[config.mk]
export PLATFORM = sky130hd
export DESIGN_NAME = tpin_unit
export DESIGN_NICKNAME = d
export VERILOG_FILES = /design/src/rtl/tpin_pkg.sv /design/src/rtl/tpin_sync.sv /design/src/rtl/tpin_drive.sv /design/src/rtl/tpin_capture.sv /design/src/rtl/tpin_unit.sv
export SDC_FILE = /design/constraint.sdc
export NUM_CORES = 1
export LEC_CHECK = 0
export BUFFER_PORTS_ARGS = -buffer_cell sky130_fd_sc_hd__buf_2
export CORE_UTILIZATION = 34
export DETAILED_ROUTE_END_ITERATION = 8
export GPL_ROUTABILITY_DRIVEN = 0
export PLACE_DENSITY = 0.8
export SETUP_SLACK_MARGIN = 0.15
export SYNTH_ARGS = -nofsm -noshare
export SYNTH_HDL_FRONTEND = slang
export SYNTH_SLANG_ARGS = --single-unit
[constraint.sdc]
create_clock -name clk -period 1.07 [get_ports clk]
set_input_delay 0.2675 -clock clk [delete_from_list [all_inputs] [get_ports clk]]
set_output_delay 0.2675 -clock clk [all_outputs]
set_load 0.01 [all_outputs]
[src/rtl/tpin_pkg.sv]
package tpin_pkg;

    // Select field codes (control word bits 2:0)
    localparam logic [2:0] SEL_OFF     = 3'd0;
    localparam logic [2:0] SEL_CAPTURE = 3'd1;
    localparam logic [2:0] SEL_COMPARE = 3'd2;
    localparam logic [2:0] SEL_PWM     = 3'd3;
    localparam logic [2:0] SEL_PORT    = 3'd4;

    // Field positions in the control word
    localparam int SEL_LSB   = 0;
    localparam int DRV_LSB   = 4;
    localparam int IEN_BIT   = 8;
    localparam int OD_BIT    = 9;
    localparam int EDGE_LSB  = 16;
    localparam int CTRL_BITS = 18;

    // Position of the level readback in the status word
    localparam int LEVEL_BIT = 8;

    typedef struct packed {
        logic [1:0] edge_sel;
        logic       open_drain;
        logic       irq_en;
        logic [1:0] drive;
        logic [2:0] sel;
    } ctrl_t;

    function automatic ctrl_t ctrl_unpack(input logic [CTRL_BITS-1:0] w);
        ctrl_t c;
        c.sel        = w[SEL_LSB +: 3];
        c.drive      = w[DRV_LSB +: 2];
        c.irq_en     = w[IEN_BIT];
        c.open_drain = w[OD_BIT];
        c.edge_sel   = w[EDGE_LSB +: 2];
        return c;
    endfunction

    function automatic logic [CTRL_BITS-1:0] ctrl_pack(input ctrl_t c);
        logic [CTRL_BITS-1:0] w;
        w = '0;
        w[SEL_LSB +: 3]  = c.sel;
        w[DRV_LSB +: 2]  = c.drive;
        w[IEN_BIT]       = c.irq_en;
        w[OD_BIT]        = c.open_drain;
        w[EDGE_LSB +: 2] = c.edge_sel;
        return w;
    endfunction

endpackage

[src/rtl/tpin_sync.sv]
module tpin_sync #(
    parameter int STAGES = 2
) (
    input  logic clk,
    input  logic rst_n,
    input  logic pin_async,
    output logic level,
    output logic rise,
    output logic fall
);
    localparam int CHAIN_W = STAGES + 1; // synchronizer plus one history flop

    logic [CHAIN_W-1:0] chain_d, chain_q;

    always_comb begin
        chain_d = chain_q;
        chain_d[0] = pin_async;
        for (int i = 1; i < CHAIN_W; i++) begin
            chain_d[i] = chain_q[i-1];
        end
    end

    always_ff @(posedge clk or negedge rst_n) begin
        if (!rst_n) chain_q <= '0;
        else        chain_q <= chain_d;
    end

    assign level = chain_q[STAGES-1];
    assign rise  =  chain_q[STAGES-1] & ~chain_q[STAGES];
    assign fall  = ~chain_q[STAGES-1] &  chain_q[STAGES];

    // the readback only moves to a value the pin held an edge earlier
    p_level_from_pin_r6: assert property (@(posedge clk) disable iff (!rst_n)
        (level != $past(level)) |-> (level == $past(chain_q[STAGES-2])));

endmodule

[src/rtl/tpin_drive.sv]
module tpin_drive
    import tpin_pkg::*;
(
    input  logic clk,
    input  logic rst_n,
    input  ctrl_t ctrl,
    output logic pin_out,
    output logic pin_oe
);
    logic port_mode;
    logic drive_on;

    always_comb begin
        port_mode = (ctrl.sel == SEL_PORT);
        drive_on  = port_mode && ctrl.drive[1];
        // open drain: a high level releases the pin
        pin_oe    = drive_on && !(ctrl.open_drain && ctrl.drive[0]);
        pin_out   = pin_oe && ctrl.drive[0];
    end

    // only the port select may enable the driver
    p_oe_only_port_r5: assert property (@(posedge clk) disable iff (!rst_n)
        pin_oe |-> (ctrl.sel == SEL_PORT));

    // with open drain a driven pin is always low
    p_od_low_only_r4: assert property (@(posedge clk) disable iff (!rst_n)
        (pin_oe && ctrl.open_drain) |-> !pin_out);

    // an undriven pin carries no level
    p_idle_low_r5: assert property (@(posedge clk) disable iff (!rst_n)
        !pin_oe |-> !pin_out);

endmodule

[src/rtl/tpin_capture.sv]
module tpin_capture #(
    parameter int FLAG_W = 4
) (
    input  logic              clk,
    input  logic              rst_n,
    input  logic              capture_on,
    input  logic [1:0]        edge_sel,
    input  logic              rise,
    input  logic              fall,
    input  logic              clr_en,
    input  logic [FLAG_W-1:0] clr_mask,
    input  logic              irq_en,
    output logic [FLAG_W-1:0] flags,
    output logic              irq
);
    typedef struct packed {
        logic [FLAG_W-1:0] flags;
        logic              irq;
    } cap_state_t;

    cap_state_t st_d, st_q;
    logic       hit;
    logic [FLAG_W-1:0] set_vec;
    logic [FLAG_W-1:0] clr_vec;

    always_comb begin
        hit     = capture_on && ((edge_sel[0] && rise) || (edge_sel[1] && fall));
        set_vec = '0;
        set_vec[0] = hit;
        clr_vec = clr_en ? clr_mask : '0;
        st_d.flags = (st_q.flags & ~clr_vec) | set_vec; // set wins over clear
        st_d.irq   = irq_en && (|st_q.flags);
    end

    always_ff @(posedge clk or negedge rst_n) begin
        if (!rst_n) st_q <= '0;
        else        st_q <= st_d;
    end

    assign flags = st_q.flags;
    assign irq   = st_q.irq;

    // a capture event in a clearing cycle leaves the flag set
    p_set_beats_clear_r9: assert property (@(posedge clk) disable iff (!rst_n)
        (hit && clr_en && clr_mask[0]) |=> flags[0]);

    // a clear with no event empties the flag
    p_clear_works_r8: assert property (@(posedge clk) disable iff (!rst_n)
        (!hit && clr_en && clr_mask[0]) |=> !flags[0]);

    // flags appear only while capture is selected
    p_flag_needs_capture_r7: assert property (@(posedge clk) disable iff (!rst_n)
        $rose(flags[0]) |-> $past(capture_on));

    // upper flags are never set by this block
    p_upper_quiet_r7: assert property (@(posedge clk) disable iff (!rst_n)
        flags[FLAG_W-1:1] == '0);

endmodule

[src/rtl/tpin_unit.sv]
module tpin_unit
    import tpin_pkg::*;
#(
    parameter int DATA_W      = 32,
    parameter int FLAG_W      = 4,
    parameter int SYNC_STAGES = 2
) (
    input  logic              clk,
    input  logic              rst_n,
    input  logic              reg_wr_en,
    input  logic              reg_wr_sel,
    input  logic [DATA_W-1:0] reg_wr_data,
    input  logic              reg_rd_sel,
    output logic [DATA_W-1:0] reg_rd_data,
    input  logic              pin_in,
    output logic              pin_out,
    output logic              pin_oe,
    output logic              irq
);
    typedef struct packed {
        ctrl_t ctrl;
    } unit_state_t;

    unit_state_t st_d, st_q;

    logic              level, rise, fall;
    logic [FLAG_W-1:0] flags;
    logic              clr_en;
    logic [FLAG_W-1:0] clr_mask;
    logic [DATA_W-1:0] status_word;
    logic [DATA_W-1:0] ctrl_word;

    always_comb begin
        st_d = st_q;
        if (reg_wr_en && !reg_wr_sel) begin
            st_d.ctrl = ctrl_unpack(reg_wr_data[CTRL_BITS-1:0]);
        end
        clr_en   = reg_wr_en && reg_wr_sel;
        clr_mask = reg_wr_data[FLAG_W-1:0];
    end

    always_ff @(posedge clk or negedge rst_n) begin
        if (!rst_n) st_q <= '0;
        else        st_q <= st_d;
    end

    tpin_sync #(.STAGES(SYNC_STAGES)) u_sync (
        .clk      (clk),
        .rst_n    (rst_n),
        .pin_async(pin_in),
        .level    (level),
        .rise     (rise),
        .fall     (fall)
    );

    tpin_drive u_drive (
        .clk    (clk),
        .rst_n  (rst_n),
        .ctrl   (st_q.ctrl),
        .pin_out(pin_out),
        .pin_oe (pin_oe)
    );

    tpin_capture #(.FLAG_W(FLAG_W)) u_cap (
        .clk       (clk),
        .rst_n     (rst_n),
        .capture_on(st_q.ctrl.sel == SEL_CAPTURE),
        .edge_sel  (st_q.ctrl.edge_sel),
        .rise      (rise),
        .fall      (fall),
        .clr_en    (clr_en),
        .clr_mask  (clr_mask),
        .irq_en    (st_q.ctrl.irq_en),
        .flags     (flags),
        .irq       (irq)
    );

    always_comb begin
        status_word = '0;
        status_word[FLAG_W-1:0] = flags;
        status_word[LEVEL_BIT]  = level;
        ctrl_word = '0;
        ctrl_word[CTRL_BITS-1:0] = ctrl_pack(st_q.ctrl);
        reg_rd_data = reg_rd_sel ? status_word : ctrl_word;
    end

    // a request needs the enable one cycle earlier
    p_irq_needs_enable_r10: assert property (@(posedge clk) disable iff (!rst_n)
        irq |-> $past(st_q.ctrl.irq_en));

    // a request needs a pending flag one cycle earlier
    p_irq_needs_flag_r10: assert property (@(posedge clk) disable iff (!rst_n)
        irq |-> $past(|flags));

endmodule

==> metrics.csv <==
metric,value,unit
DRT antenna net count,0,
Setup WS pre-CTS,-285,ps
diodes inserted,0,
initial DRC count,0,
Setup Total Neg Slack,-4240,ps
die height,53.3,um
root buffer cell,clkbuf_4,
Starting Density,0.361,
Worst Setup SP,ctrl_word[4],
fmax,593,MHz
Nets,170,
Worst setup EP type,output port,
Worst Clk Skew,5.08,ps
via count,670,
layout cells sized above 1,0.573,
Finished Cell Area,1370,sq um
sequential area share after synthesis,0.476,
RSZ-0062 raised after global routing,yes,
reg2reg setup slack,-50,ps
final setup fails,16,
Setup crit end,pin_out,
vias in the first global route,628,
row count,18,
Final WS setup,-616,ps
Placed Area,1120,sq um
leak pwr,0.722,nW
YS warnings,0,
post-layout min period,1690,ps
Max Cap Violations,0,
I/O pins,73,
"critical path, cell by cell",a2111oi_4 -> and2_4 -> buf_6,
final period utilization,1.58,
WP buf/inv,1,
Final Power,0.00178,W
total CTS buffers,3,
Layout area overhead,53.6,%
port buffer count,28,
Synth top area share,0.476,
critical path type,reg -> out,
die area,2840,sq um
area of the mapped netlist,893,sq um
drt wl/cell,12.0,um
DP HPWL,1.32,mm
status,finished with violations,
CTS tree,done,
initial antenna violation count,0,
Die W,53.3,um
PwrDens,1300,nW/um^2
synthesized area per cell,11.8,sq um
cell taking the most area after synthesis,dfrtp_1,
Remaining DRCs,0,
"Slew Viols, Final",0,
total iterations of the first detailed-routing run,1,
Post-Route WL,1.93,mm
Max stage delay on crit path,420,ps
Max IR drop VDD,0.779,mV
"Remaining Overflow, GRT",0,
Avg Vias per Cell,4.16,
clk slew on worst S/H paths,100,ps
ranking of synthesized cells by area,"dfrtp_1 48%, buf_4 19%, mux2_2 16%",
"Cell Count, Final, Fillers Out",161,
RR Endpoint,ctrl_word[1],
cells after synthesis,76,
largest net degree at the start of global routing,18,
reg2reg start,ctrl_word[1],
post-synthesis cell type count,14,
Worst Path Arrival,1420,ps
Clock Path Buffers,2,
Crit path depth,3,
core area,2480,sq um
failing checks,negative setup slack,
CP Launch Type,register,
Filler cells,218,
Required @ worst endpoint,800,ps
crit path max-delay cell type,dfrtp_1,
crit-path max FO,2,
critical path's top delay family,flip-flops,
"Clk Latency, worst-skew pair",290,ps
Cells after DPL,143,
final hold vios,0,
first-pass GRT wire length,2.80,mm
Reg2Reg Depth,4,
H-Tree Depth,1,
CTS sink count,17,
HP Class,in -> reg,
Seq cells post-synth,17,
Tot GR Track Use,0.145,
## cell type report
| class | instances | area [sq um] | area share |
|---|---|---|---|
| repair buffers | 54 | 435 | 0.317 |
| flip-flops and latches | 17 | 425 | 0.310 |
| multi-input cells | 56 | 448 | 0.326 |
| well taps | 30 | 37.5 | 0.0273 |
| clock buffers | 4 | 26.3 | 0.0191 |
## metal layers
metal / track usage / wire length [um]
met5: 0 / 0
met4: 0.0526 / 0
met3: 0.0259 / 95
met2: 0.250 / 1030
met1: 0.178 / 803
## worst min-delay path by stage
stage | startpoint | endpoint | cells past startpoint
global placement | rst_n | ctrl_word[17] | 1
finish | pin_in | u_sync.chain_q[0] | 1
floorplan | rst_n | ctrl_word[0] | 0
global route | pin_in | u_sync.chain_q[0] | 1
detailed placement | rst_n | ctrl_word[16] | 1
CTS | pin_in | u_sync.chain_q[0] | 1
## cells in the mapped netlist
cell type,count
o22ai_1,1
and2_1,3
conb_1,1
buf_4,23
a2111oi_2,1
o41a_1,1
buf_2,1
nor2_1,1
mux2_2,13
a32o_1,1
nor2b_1,6
nand2_1,4
a21boi_0,3
dfrtp_1,17
## cells in the final DEF, fill, tap and decap left out, drive strengths merged
cell | synthesis | final
and2 | 3 | 3
a21boi | 3 | 3
o22ai | 1 | 1
clkbuf | 0 | 4
o41a | 1 | 1
a32o | 1 | 1
nor2b | 6 | 6
a2111oi | 1 | 1
conb | 1 | 22
dlygate4sd3 | 0 | 1
dfrtp | 17 | 17
mux2 | 13 | 13
nand2 | 4 | 4
nor2 | 1 | 1
buf | 24 | 53
## metrics by stage
stage / hold slack [ps] / utilization
after floorplan: -28.1 / -
after global placement: 198 / 0.453
after detailed placement: 217 / 0.453
after CTS: 77.5 / 0.521
after global routing: 60.7 / 0.554
final: 82.3 / 0.554
## registers in the layout, indices dropped and copies added, names as in the netlist
| signal | flops |
|---|---|
| ctrl_word | 9 |
| u_cap.flags | 4 |
| u_cap.irq | 1 |
| u_sync.chain_q | 3 |
## where the power goes
group	internal, W	switching [W]	leakage (nW)
registers	0.000713	0.0000550	0.209
clock network	0.000145	0.000199	0.0150
logic	0.000423	0.000242	0.498
total	0.00128	0.000496	0.722
## repair_timing
item                                   4_1_cts  5_1_grt
buffers inserted                             9        4
endpoints found under the hold margin       17        0
hold buffers                                 1        0
setup endpoints to repair                   19       21
resized for setup                           14       12
pin swaps                                    3        2
## cells by family (layout without fill, tap and decap cells)
group	after synthesis	count (layout)	share of synthesized area
compound gates	7	7	0.0728
mux	13	13	0.164
simple gates	14	14	0.0840
flops	17	17	0.476
other cells	1	22	0.00420
buf+inv	24	58	0.199
No activity file was read; power rests on OpenSTA's default activity.
